File: src/rtl/rmc_pkg.sv
package rmc_pkg;
  typedef logic [2:0] rmc_mode_t;

  localparam rmc_mode_t MODE_ACCEL   = 3'd0;
  localparam rmc_mode_t MODE_DUALCPU = 3'd1;
  localparam rmc_mode_t MODE_SIMPLEX = 3'd2;
  localparam rmc_mode_t MODE_DUPLEX  = 3'd3;
  localparam rmc_mode_t MODE_TRIPLEX = 3'd4;

  // number of regions acting as lockstep processors in a mode
  function automatic logic [2:0] lanes_of(input rmc_mode_t m);
    if (m >= MODE_SIMPLEX && m <= MODE_TRIPLEX) return m - 3'd1;
    return 3'd0;
  endfunction
endpackage

File: src/rtl/rmc_upset_window.sv
module rmc_upset_window
  import rmc_pkg::*;
#(
  parameter int NUM_BUCKETS = 4,
  parameter int CNT_W       = 8,
  parameter int TIME_W      = 16
) (
  input  logic              clk,
  input  logic              rst_n,
  input  logic              upset_i,
  input  logic [TIME_W-1:0] bucket_len_i,
  output logic [CNT_W-1:0]  count_o
);
  localparam int HIST  = NUM_BUCKETS - 1;
  localparam int SUM_W = CNT_W + $clog2(NUM_BUCKETS) + 1;
  localparam logic [CNT_W-1:0] CNT_MAX = {CNT_W{1'b1}};

  logic [TIME_W-1:0] tmr_q;
  logic [CNT_W-1:0]  live_q;
  logic [CNT_W-1:0]  live_nxt;
  logic [CNT_W-1:0]  hist_q [HIST];
  logic              tick;
  logic [SUM_W-1:0]  sum;

  assign tick     = (bucket_len_i <= 1) || (tmr_q >= bucket_len_i - 1'b1);
  assign live_nxt = (upset_i && live_q != CNT_MAX) ? live_q + 1'b1 : live_q;

  always_ff @(posedge clk or negedge rst_n) begin
    if (!rst_n) begin
      tmr_q  <= '0;
      live_q <= '0;
    end else if (tick) begin
      tmr_q  <= '0;
      live_q <= '0;
    end else begin
      tmr_q  <= tmr_q + 1'b1;
      live_q <= live_nxt;
    end
  end

  generate
    for (genvar g = 0; g < HIST; g++) begin : g_hist
      always_ff @(posedge clk or negedge rst_n) begin
        if (!rst_n)    hist_q[g] <= '0;
        else if (tick) hist_q[g] <= (g == 0) ? live_nxt : hist_q[(g == 0) ? 0 : g - 1];
      end
    end
  endgenerate

  always_comb begin
    sum = SUM_W'(live_q);
    for (int i = 0; i < HIST; i++) sum = sum + SUM_W'(hist_q[i]);
  end

  assign count_o = (sum > SUM_W'(CNT_MAX)) ? CNT_MAX : sum[CNT_W-1:0];
endmodule

File: src/rtl/rmc_ovr_timer.sv
module rmc_ovr_timer
  import rmc_pkg::*;
#(
  parameter int TIME_W = 16
) (
  input  logic              clk,
  input  logic              rst_n,
  input  logic              load_i,
  input  rmc_mode_t         mode_i,
  input  logic [TIME_W-1:0] dur_i,
  output logic              active_o,
  output rmc_mode_t         mode_o
);
  logic [TIME_W-1:0] remain_q;

  always_ff @(posedge clk or negedge rst_n) begin
    if (!rst_n) begin
      remain_q <= '0;
      mode_o   <= MODE_ACCEL;
    end else if (load_i) begin
      remain_q <= dur_i;
      mode_o   <= mode_i;
    end else if (remain_q != '0) begin
      remain_q <= remain_q - 1'b1;
    end
  end

  assign active_o = (remain_q != '0);
endmodule

File: src/rtl/rmc_switch_seq.sv
module rmc_switch_seq
  import rmc_pkg::*;
#(
  parameter int NUM_REGIONS = 3
) (
  input  logic                   clk,
  input  logic                   rst_n,
  input  logic                   start_i,
  input  rmc_mode_t              target_i,
  input  logic [NUM_REGIONS-1:0] done_i,
  output rmc_mode_t              mode_o,
  output logic [NUM_REGIONS-1:0] req_o,
  output logic                   busy_o,
  output logic                   rst_o
);
  function automatic logic [NUM_REGIONS-1:0] role_mask(input rmc_mode_t m);
    logic [NUM_REGIONS-1:0] r;
    for (int i = 0; i < NUM_REGIONS; i++) r[i] = (i < int'(lanes_of(m)));
    return r;
  endfunction

  logic [NUM_REGIONS-1:0] outst_q, left, diff;
  rmc_mode_t              pend_q;

  assign diff   = role_mask(mode_o) ^ role_mask(target_i);
  assign left   = outst_q & ~done_i;
  assign req_o  = outst_q;
  assign busy_o = |outst_q;

  always_ff @(posedge clk or negedge rst_n) begin
    if (!rst_n) begin
      mode_o  <= MODE_ACCEL;
      pend_q  <= MODE_ACCEL;
      outst_q <= '0;
      rst_o   <= 1'b0;
    end else begin
      rst_o <= 1'b0;
      if (busy_o) begin
        outst_q <= left;
        if (left == '0) begin
          mode_o <= pend_q;
          rst_o  <= lanes_of(pend_q) > lanes_of(mode_o);
        end
      end else if (start_i) begin
        if (diff == '0) begin
          mode_o <= target_i;
          rst_o  <= lanes_of(target_i) > lanes_of(mode_o);
        end else begin
          outst_q <= diff;
          pend_q  <= target_i;
        end
      end
    end
  end
endmodule

File: src/rtl/redund_mode_ctrl.sv
module redund_mode_ctrl
  import rmc_pkg::*;
#(
  parameter int NUM_REGIONS = 3,
  parameter int NUM_BUCKETS = 4,
  parameter int CNT_W       = 8,
  parameter int TIME_W      = 16
) (
  input  logic                   clk,
  input  logic                   rst_n,
  input  logic                   upset_i,
  input  logic [TIME_W-1:0]      bucket_len_i,
  input  logic [CNT_W-1:0]       thr_hi_i,
  input  logic [CNT_W-1:0]       thr_lo_i,
  input  logic                   ovr_valid_i,
  input  logic [2:0]             ovr_mode_i,
  input  logic [TIME_W-1:0]      ovr_cycles_i,
  input  logic [NUM_REGIONS-1:0] reconf_done_i,
  output logic [2:0]             mode_o,
  output logic [NUM_REGIONS-1:0] reconf_req_o,
  output logic                   lockstep_rst_o,
  output logic                   switch_busy_o,
  output logic                   ovr_active_o
);
  logic [CNT_W-1:0] win_cnt;
  rmc_mode_t        ovr_mode_q, target;
  logic             ovr_fire, start;

  rmc_upset_window #(.NUM_BUCKETS(NUM_BUCKETS), .CNT_W(CNT_W), .TIME_W(TIME_W)) u_win (
    .clk(clk), .rst_n(rst_n), .upset_i(upset_i),
    .bucket_len_i(bucket_len_i), .count_o(win_cnt)
  );

  assign ovr_fire = ovr_valid_i && (ovr_mode_i <= MODE_TRIPLEX) && !switch_busy_o;

  rmc_ovr_timer #(.TIME_W(TIME_W)) u_ovr (
    .clk(clk), .rst_n(rst_n), .load_i(ovr_fire), .mode_i(ovr_mode_i),
    .dur_i(ovr_cycles_i), .active_o(ovr_active_o), .mode_o(ovr_mode_q)
  );

  always_comb begin
    target = mode_o;
    if (ovr_active_o)                                  target = ovr_mode_q;
    else if (win_cnt > thr_hi_i && mode_o != MODE_TRIPLEX) target = mode_o + 3'd1;
    else if (win_cnt < thr_lo_i && mode_o != MODE_ACCEL)   target = mode_o - 3'd1;
  end

  assign start = !ovr_fire && (target != mode_o);

  rmc_switch_seq #(.NUM_REGIONS(NUM_REGIONS)) u_seq (
    .clk(clk), .rst_n(rst_n), .start_i(start), .target_i(target),
    .done_i(reconf_done_i), .mode_o(mode_o), .req_o(reconf_req_o),
    .busy_o(switch_busy_o), .rst_o(lockstep_rst_o)
  );
endmodule

File: config.mk
export PLATFORM = sky130hd
export DESIGN_NAME = redund_mode_ctrl
export DESIGN_NICKNAME = d
export VERILOG_FILES = /design/src/rtl/rmc_pkg.sv /design/src/rtl/rmc_upset_window.sv /design/src/rtl/rmc_ovr_timer.sv /design/src/rtl/rmc_switch_seq.sv /design/src/rtl/redund_mode_ctrl.sv
export SDC_FILE = /design/constraint.sdc
export NUM_CORES = 1
export LEC_CHECK = 0
export ABC_AREA = 1
export ABC_CLOCK_PERIOD_IN_PS = 14700
export BUFFER_PORTS_ARGS = -buffer_cell sky130_fd_sc_hd__buf_2
export CELL_PAD_IN_SITES_DETAIL_PLACEMENT = 0
export CELL_PAD_IN_SITES_GLOBAL_PLACEMENT = 2
export CORE_MARGIN = 2
export CORE_UTILIZATION = 38
export CTS_CLUSTER_DIAMETER = 100
export DETAILED_ROUTE_END_ITERATION = 16
export GPL_TIMING_DRIVEN = 0
export PLACE_DENSITY = 0.93
export SYNTH_ARGS = -nofsm -noshare
export SYNTH_HDL_FRONTEND = slang
export SYNTH_SLANG_ARGS = --single-unit
export TNS_END_PERCENT = 100
File: constraint.sdc
create_clock -name clk -period 14.7 [get_ports clk]
set_input_delay 1.47 -clock clk [delete_from_list [all_inputs] [get_ports clk]]
set_output_delay 1.47 -clock clk [all_outputs]
set_load 0.02 [all_outputs]
* Word level (Yosys, flattened, before mapping)
Index checks and enable logic that the tools add are counted.
** Storage, ports and cells
- Register bits after elaboration :: 77
- Output and inout bits :: 9
- Bits of input ports :: 58
** Operators by class
- Equal/unequal tests :: 5
- $lt $le $gt $ge :: 20
- Reduce and logical (&&, ||, !) cells :: 23
- Multiplexer cells :: 52
- $add $sub $neg :: 11
- Bitwise gates (word level) :: 5
** Operators by type and width (number)
- 3-bit two-way mux :: 29
- 16-bit two-way mux :: 3
- 16-bit by 1-bit subtractor with 16-bit output (second input constant) :: 2
- 8-bit two-way mux :: 3
- 11-bit by 8-bit adder with 11-bit output :: 2
- 1-bit two-way mux :: 17
- 16-bit by 1-bit adder with 16-bit output (second input constant) :: 1
- 16-bit >= comparator :: 1
- 16-bit by 1-bit less-or-equal comparator with 1-bit output (second input constant) :: 1
- 16-bit nonzero test :: 1
- 3-bit less-or-equal comparator (second input constant) :: 4
- 1-bit by 3-bit less-than comparator with 1-bit output (first input constant) :: 4
- 11-bit by 8-bit > comparator with 1-bit output (second input constant) :: 1
- 8-bit by 8-bit adder with 9-bit output :: 1
- 3-bit by 2-bit >= comparator with 1-bit output (second input constant) :: 3
- 1-bit logical AND :: 9
- 3-bit by 1-bit subtractor with 3-bit output (second input constant) :: 3
- 8-bit by 1-bit adder with 8-bit output (second input constant) :: 1
- 8-bit > comparator :: 1
- 8-bit less-than comparator :: 1
- 8-bit != test (second input constant) :: 1
- 3-bit > comparator :: 2
- 3-bit zero test :: 2
- 2-bit by 3-bit less-than comparator with 1-bit output (first input constant) :: 2
- 16 further kinds :: 21

* Logic depth before layout (Yosys ltp)
- Depth in word-level cells :: 28
- Gate-level depth with buffers :: 46
- Mapped depth without buffers :: 46

* Modules after synthesis
A second synthesis with hierarchy kept.
** Unflattened totals
- Cells, all modules :: 958
- Area, all modules :: 6819.0 µm²
** Modules (own cells, without submodules)
- rmc_upset_window :: cells each 510, seq. area each 1201.2 µm², area an instance 3895.0 µm², times used 1
- rmc_ovr_timer :: cells each 179, seq. area each 475.5 µm², area an instance 1222.4 µm², times used 1
- rmc_switch_seq :: cells each 144, seq. area each 250.2 µm², area an instance 998.5 µm², times used 1
- redund_mode_ctrl :: cells each 125, seq. area each 0.0 µm², area an instance 703.2 µm², times used 1

* Worst setup path after synthesis
No wires, ideal clock.
- Path kind :: reg-to-reg
- Start :: reg u_win.live_q[0]
- End :: reg u_seq.rst_o
- Arrival time :: 5.816 ns
- Setup time :: 0.121 ns
- Required time :: 14.579 ns
- Stages on the path, launching flop included :: 43
- Slack :: 8.763 ns
- Path buffers :: 0
- Path through :: dfrtp_1 ha_1 inv_1 fa_1 o21ai_0 a21oi_1 o21ai_0 xnor2_1 inv_1 fa_1 ha_1 nand2_1 inv_1 a21oi_1 nand2_1 nand2_1 nand2_2 nor2_4 (+7 left out) nand2_1 o211ai_1 nand3_2 o21ai_0 inv_2 nand2_2 nand2_4 ha_1 inv_1 ha_1 inv_1 nand3_2 inv_1 ha_1 a21oi_1 a32oi_1 nand2_1 o21ai_1
** On the way
- Longest elaborated chain between the ends :: 24
** RTL lines
- from (decl) :: RTL line rmc_upset_window.sv:19 : logic [CNT_W-1:0] live_q;
- from (signal assigned) :: RTL line rmc_upset_window.sv:37 : live_q <= live_nxt;
- 8-bit by 8-bit adder with 9-bit output * :: RTL line rmc_upset_window.sv:52 : for (int i = 0; i < HIST; i++) sum = sum + SUM_W'(hist_q[i]);
- 11-bit by 8-bit adder with 11-bit output * (2 in a row) :: RTL line rmc_upset_window.sv:52
- 11-bit by 8-bit > comparator with 1-bit output :: RTL line rmc_upset_window.sv:55 : assign count_o = (sum > SUM_W'(CNT_MAX)) ? CNT_MAX : sum[CNT_W-1:0];
- 8-bit two-way mux * :: RTL line rmc_upset_window.sv:55
- 8-bit less-than comparator :: RTL line redund_mode_ctrl.sv:45 : else if (win_cnt < thr_lo_i && mode_o != MODE_ACCEL) target = mode_o - 3'd1;
- 1-bit logical AND :: RTL line redund_mode_ctrl.sv:45
- 3-bit two-way mux :: RTL line redund_mode_ctrl.sv:45
- 3-bit two-way mux * :: RTL line redund_mode_ctrl.sv:44 : else if (win_cnt > thr_hi_i && mode_o != MODE_TRIPLEX) target = mode_o + 3'd1;
- (+7 left out)
- 3-bit two-way mux :: RTL line rmc_pkg.sv:13 : return 3'd0;
- 3-bit two-way mux :: RTL line rmc_switch_seq.sv:45 : if (diff == '0) begin
- 3-bit two-way mux :: RTL line rmc_switch_seq.sv:44 : end else if (start_i) begin
- 3-bit two-way mux :: RTL line rmc_switch_seq.sv:38 : if (busy_o) begin
- 3-bit > comparator :: RTL line rmc_switch_seq.sv:47 : rst_o <= lanes_of(target_i) > lanes_of(mode_o);
- 1-bit two-way mux :: RTL line rmc_switch_seq.sv:45
- 1-bit two-way mux * :: RTL line rmc_switch_seq.sv:44
- 1-bit two-way mux * :: RTL line rmc_switch_seq.sv:38
- to (signal assigned) :: RTL line rmc_switch_seq.sv:42 : rst_o <= lanes_of(pend_q) > lanes_of(mode_o);
- to (signal assigned) :: RTL line rmc_switch_seq.sv:47
- to (decl) :: RTL line rmc_switch_seq.sv:14 : output logic rst_o
Every way passes the cells marked *; elsewhere a longest branch is shown, timed or not. The select of a mux whose other input is x is not followed.
A chain may end at the register's enable or synchronous reset.

* Worst setup path in the final report
- Start :: reg u_win.live_q[0]
- End :: reg u_seq.mode_o[0]
** On the way
- Longest elaborated chain between the ends :: 19
** RTL lines
- 8-bit by 8-bit adder with 9-bit output * :: RTL line rmc_upset_window.sv:52
- 11-bit by 8-bit adder with 11-bit output * (2 in a row) :: RTL line rmc_upset_window.sv:52
- 11-bit by 8-bit > comparator with 1-bit output :: RTL line rmc_upset_window.sv:55
- 8-bit two-way mux * :: RTL line rmc_upset_window.sv:55
- 8-bit less-than comparator :: RTL line redund_mode_ctrl.sv:45
- 1-bit logical AND :: RTL line redund_mode_ctrl.sv:45
- 3-bit two-way mux :: RTL line redund_mode_ctrl.sv:45
- 3-bit two-way mux * :: RTL line redund_mode_ctrl.sv:44
- (+2 left out)
- 1-bit logical AND :: RTL line rmc_pkg.sv:12 : if (m >= MODE_SIMPLEX && m <= MODE_TRIPLEX) return m - 3'd1;
- 1-bit two-way mux :: RTL line rmc_pkg.sv:12
- 3-bit two-way mux :: RTL line rmc_pkg.sv:13
- 1-bit by 3-bit less-than comparator with 1-bit output / 2-bit by 3-bit less-than comparator with 1-bit output (equally long branches) :: RTL line rmc_switch_seq.sv:18 : for (int i = 0; i < NUM_REGIONS; i++) r[i] = (i < int'(lanes_of(m)));
- 3-bit XOR :: RTL line rmc_switch_seq.sv:25 : assign diff = role_mask(mode_o) ^ role_mask(target_i);
- 3-bit zero test :: RTL line rmc_switch_seq.sv:45
- 2-bit nonzero test (no line)
- 3-bit AND reduction (no line)
- to (signal assigned) :: RTL line rmc_switch_seq.sv:41 : mode_o <= pend_q;
- to (signal assigned) :: RTL line rmc_switch_seq.sv:46 : mode_o <= target_i;
- to (decl) :: RTL line rmc_switch_seq.sv:11 : output rmc_mode_t mode_o,
Marked as above.

==> flow_metrics.py <==
metrics = {
    "sta": {
        "fin_crit_sh_pct": 45.8,
        "hold_viol": 0,
        "rsz0062_at_grt": "false",
        "slew_viol_final": 0,
        "tns_ns": 0,
        "setup_viol": 0,
        "worst_pin_slew_ns": 1.07,
        "slew_headroom_pct": 27.3,
        "finClkSkew_ns": 0.0122,
        "max_freq_mhz": 149,
        "fin_crit_ns": 6.73,
    },
    "critical_path": {
        "path_class": "reg2reg",
        "arrival_ns": 6.96,
        "cp_slowest_cell": "fa_1",
        "timing.critical_path.slowest_cell_delay_ns": 0.44,
        "worstSetupEndpointType": "flip-flop",
        "worstPathRequired_ns": 14.93,
        "critPathMaxFanout": 8,
        "critPathLaunchType": "flip-flop",
    },
    "clock_tree": {
        "ctsHoldBuffers": 0,
        "cts_buffer_depth": 2,
        "htreeDepth": 3,
        "clkTransAtPathRegs_ns": 0.06,
        "clock_latency_ns": 0.34,
        "root_buffer": "clkbuf_16",
        "numCtsBuffers": 9,
        "cts_tree": "yes",
        "cts_setup_buffers": 0,
        "cts_sinks": 77,
        "cts_resized": 0,
    },
    "place": {
        "post_dp_cell_area_sq_mm": 0.00679,
        "hpwl_microns": 10600,
        "place_congestion": 0.798,
        "dpl.cell_count": 1090,
        "numPortBuffers": 66,
    },
    "global_routing": {
        "grt_max_degree": 57,
        "globalRouteTotalUtil_pct": 16.1,
        "grt_pass1_vias": 4980,
        "antenna_found_initial": 0,
        "overflow": 0,
        "grt_pass1_wl_microns": 23100,
    },
    "layout": {
        "final.fill_count": 1657,
        "syn2layout_area_growth_pct": 15.0,
        "diodes": 0,
        "layout-drive-gt1-share_pct": 13.1,
        "final_cell_area_sq_mm": 0.00708,
        "mostFrequentLayoutCells": "inv_1 (139), nand2_1 (139), nor2_1 (81)",
        "nets": 1019,
        "final-instance-count-excl-fill": 1106,
        "utilization_pct": 44.6,
    },
    "logic_synthesis": {
        "ys_types": 45,
        "syn_area_per_cell_sq_um": 7.63,
        "ys.flop_type": "dfrtp_1",
        "synth_edf_count": 0,
        "synthesis.area_sq_mm": 0.00616,
        "yosysWarnings": 0,
        "ys_ff_latch": 77,
        "ys_seq_area_share_pct": 31.3,
        "synthArstFlopShare_pct": 100,
        "synth_nets": 941,
        "syn_inst": 807,
    },
    "drt": {
        "first_pass_iters": 4,
        "wl_met2_microns": 5860,
        "wl_microns": 13300,
        "met3WireLength_microns": 345,
        "via_per_inst": 4.63,
        "met1_length_microns": 6830,
        "drc": 0,
        "wire_per_inst_microns": 12.0,
        "drtIter0Drc": 266,
        "topRoutingLayerUsed": "met4",
        "drtAntennaViolNets": 0,
        "vias": 5121,
    },
    "floorplanning": {
        "start_util_pct": 38.8,
        "core.rowCount": 46,
        "die_area_sq_mm": 0.0172,
        "coreArea_sq_mm": 0.0159,
        "io_pins": 67,
        "fp.dieW_microns": 131,
        "dieHeight_microns": 131,
    },
    "flow_run": {
        "cap_violations": 0,
    },
    "outcome": {
        "status": "complete, no violations",
    },
    "hold_path": {
        "hold_class": "reg2reg",
    },
}
-- synth_stat cells (2+ instances only) --
cell	number	area, sq um
a21o_1	2	15.0
a21oi_1	45	225
a31oi_1	4	25.0
clkbuf_1	12	45.0
clkinv_1	3	11.3
dfrtp_1	77	1930
fa_1	10	200
ha_1	66	826
inv_1	139	522
inv_2	5	18.8
nand2_1	139	522
nand2_2	13	81.3
nand2_4	5	56.3
nand3_1	34	170
nand3_2	5	50.1
nand3b_1	2	15.0
nand4_1	7	43.8
nor2_1	81	304
nor3_1	19	95.1
nor3b_1	9	67.6
nor4_1	5	31.3
o21ai_0	46	230
o21ai_1	9	45.0
o21bai_1	4	30.0
or2_2	2	12.5
xnor2_1	21	184
xor2_1	25	219
-- per-stage QoR --
step / worst slack [ns] / hold WS (ns)
after floorplan: 8.76 / 0.453
after global routing: 7.47 / 0.516
after CTS: 7.94 / 0.478
after global placement: 7.98 / 0.459
final: 7.97 / 0.474
after detailed placement: 7.97 / 0.465
-- cell type report --
type                       count  area, sq um  share of cell area [%]
multi-input combinational    571         3630                    51.3
sequential                    77         1930                    27.2
inverter                     147          552                    7.79
timing repair buffer          67          360                    5.09
tap                          216          270                    3.82
clock buffer                  12          246                    3.48
clock inverter                 4         47.5                   0.671
buffer                        12         45.0                   0.636
-- final timing paths --
path | from | to | slack [ns] | cells after the start
min reg2reg | u_win.hist_q[10] | u_win.hist_q[2] | 0.47 | 2
min | u_win.hist_q[10] | u_win.hist_q[2] | 0.47 | 2
min in group asynchronous | rst_n | u_win.tmr_q[1] | 1.02 | 1
max reg2reg | u_win.live_q[0] | u_seq.mode_o[0] | 7.97 | 42
max in group asynchronous | rst_n | u_seq.pend_q[2] | 13.10 | 2
max | u_win.live_q[0] | u_seq.mode_o[0] | 7.97 | 42
-- registers in the layout, indices dropped and copies added (netlist names) --
register        cells
u_ovr.mode_o        3
u_seq.rst_o         1
u_win.hist_q       24
u_ovr.remain_q     16
u_seq.req_o         3
u_win.tmr_q        16
u_seq.mode_o        3
u_seq.pend_q        3
u_win.live_q        8
-- per-layer routing --
metal / GRT usage, % / vias up
li1: - / 2748
met1: 22.2 / 2297
met2: 26.1 / 65
met3: 1.93 / 11
met4: 5.80 / 0
met5: 0 / -
-- critical path: cells and delay by family, from the launching register on --
family / cells / cell delay [ns]
and+or+nand+nor: 20 / 2.26
AOI/OAI and AO/OA: 7 / 1.30
buffers and inverters: 7 / 0.37
adders and majority gates: 7 / 2.12
xor gates and xnor gates: 1 / 0.16
DFF: 1 / 0.41
-- cells by family after synthesis --
logic type               count (synthesis)  synth area share (%)
adder cells (fa/ha/maj)                 76                  16.7
buffers and inverters                  159                  9.69
AND/OR/NAND/NOR                        330                  25.0
multiplexers                             1                 0.183
flip-flops                              77                  31.3
XOR/XNOR                                46                  6.54
AO/OA/AOI/OAI                          118                  10.6
Power is not shown: default switching activity piles up to over one toggle a cycle in this logic, so the estimate is an artifact.
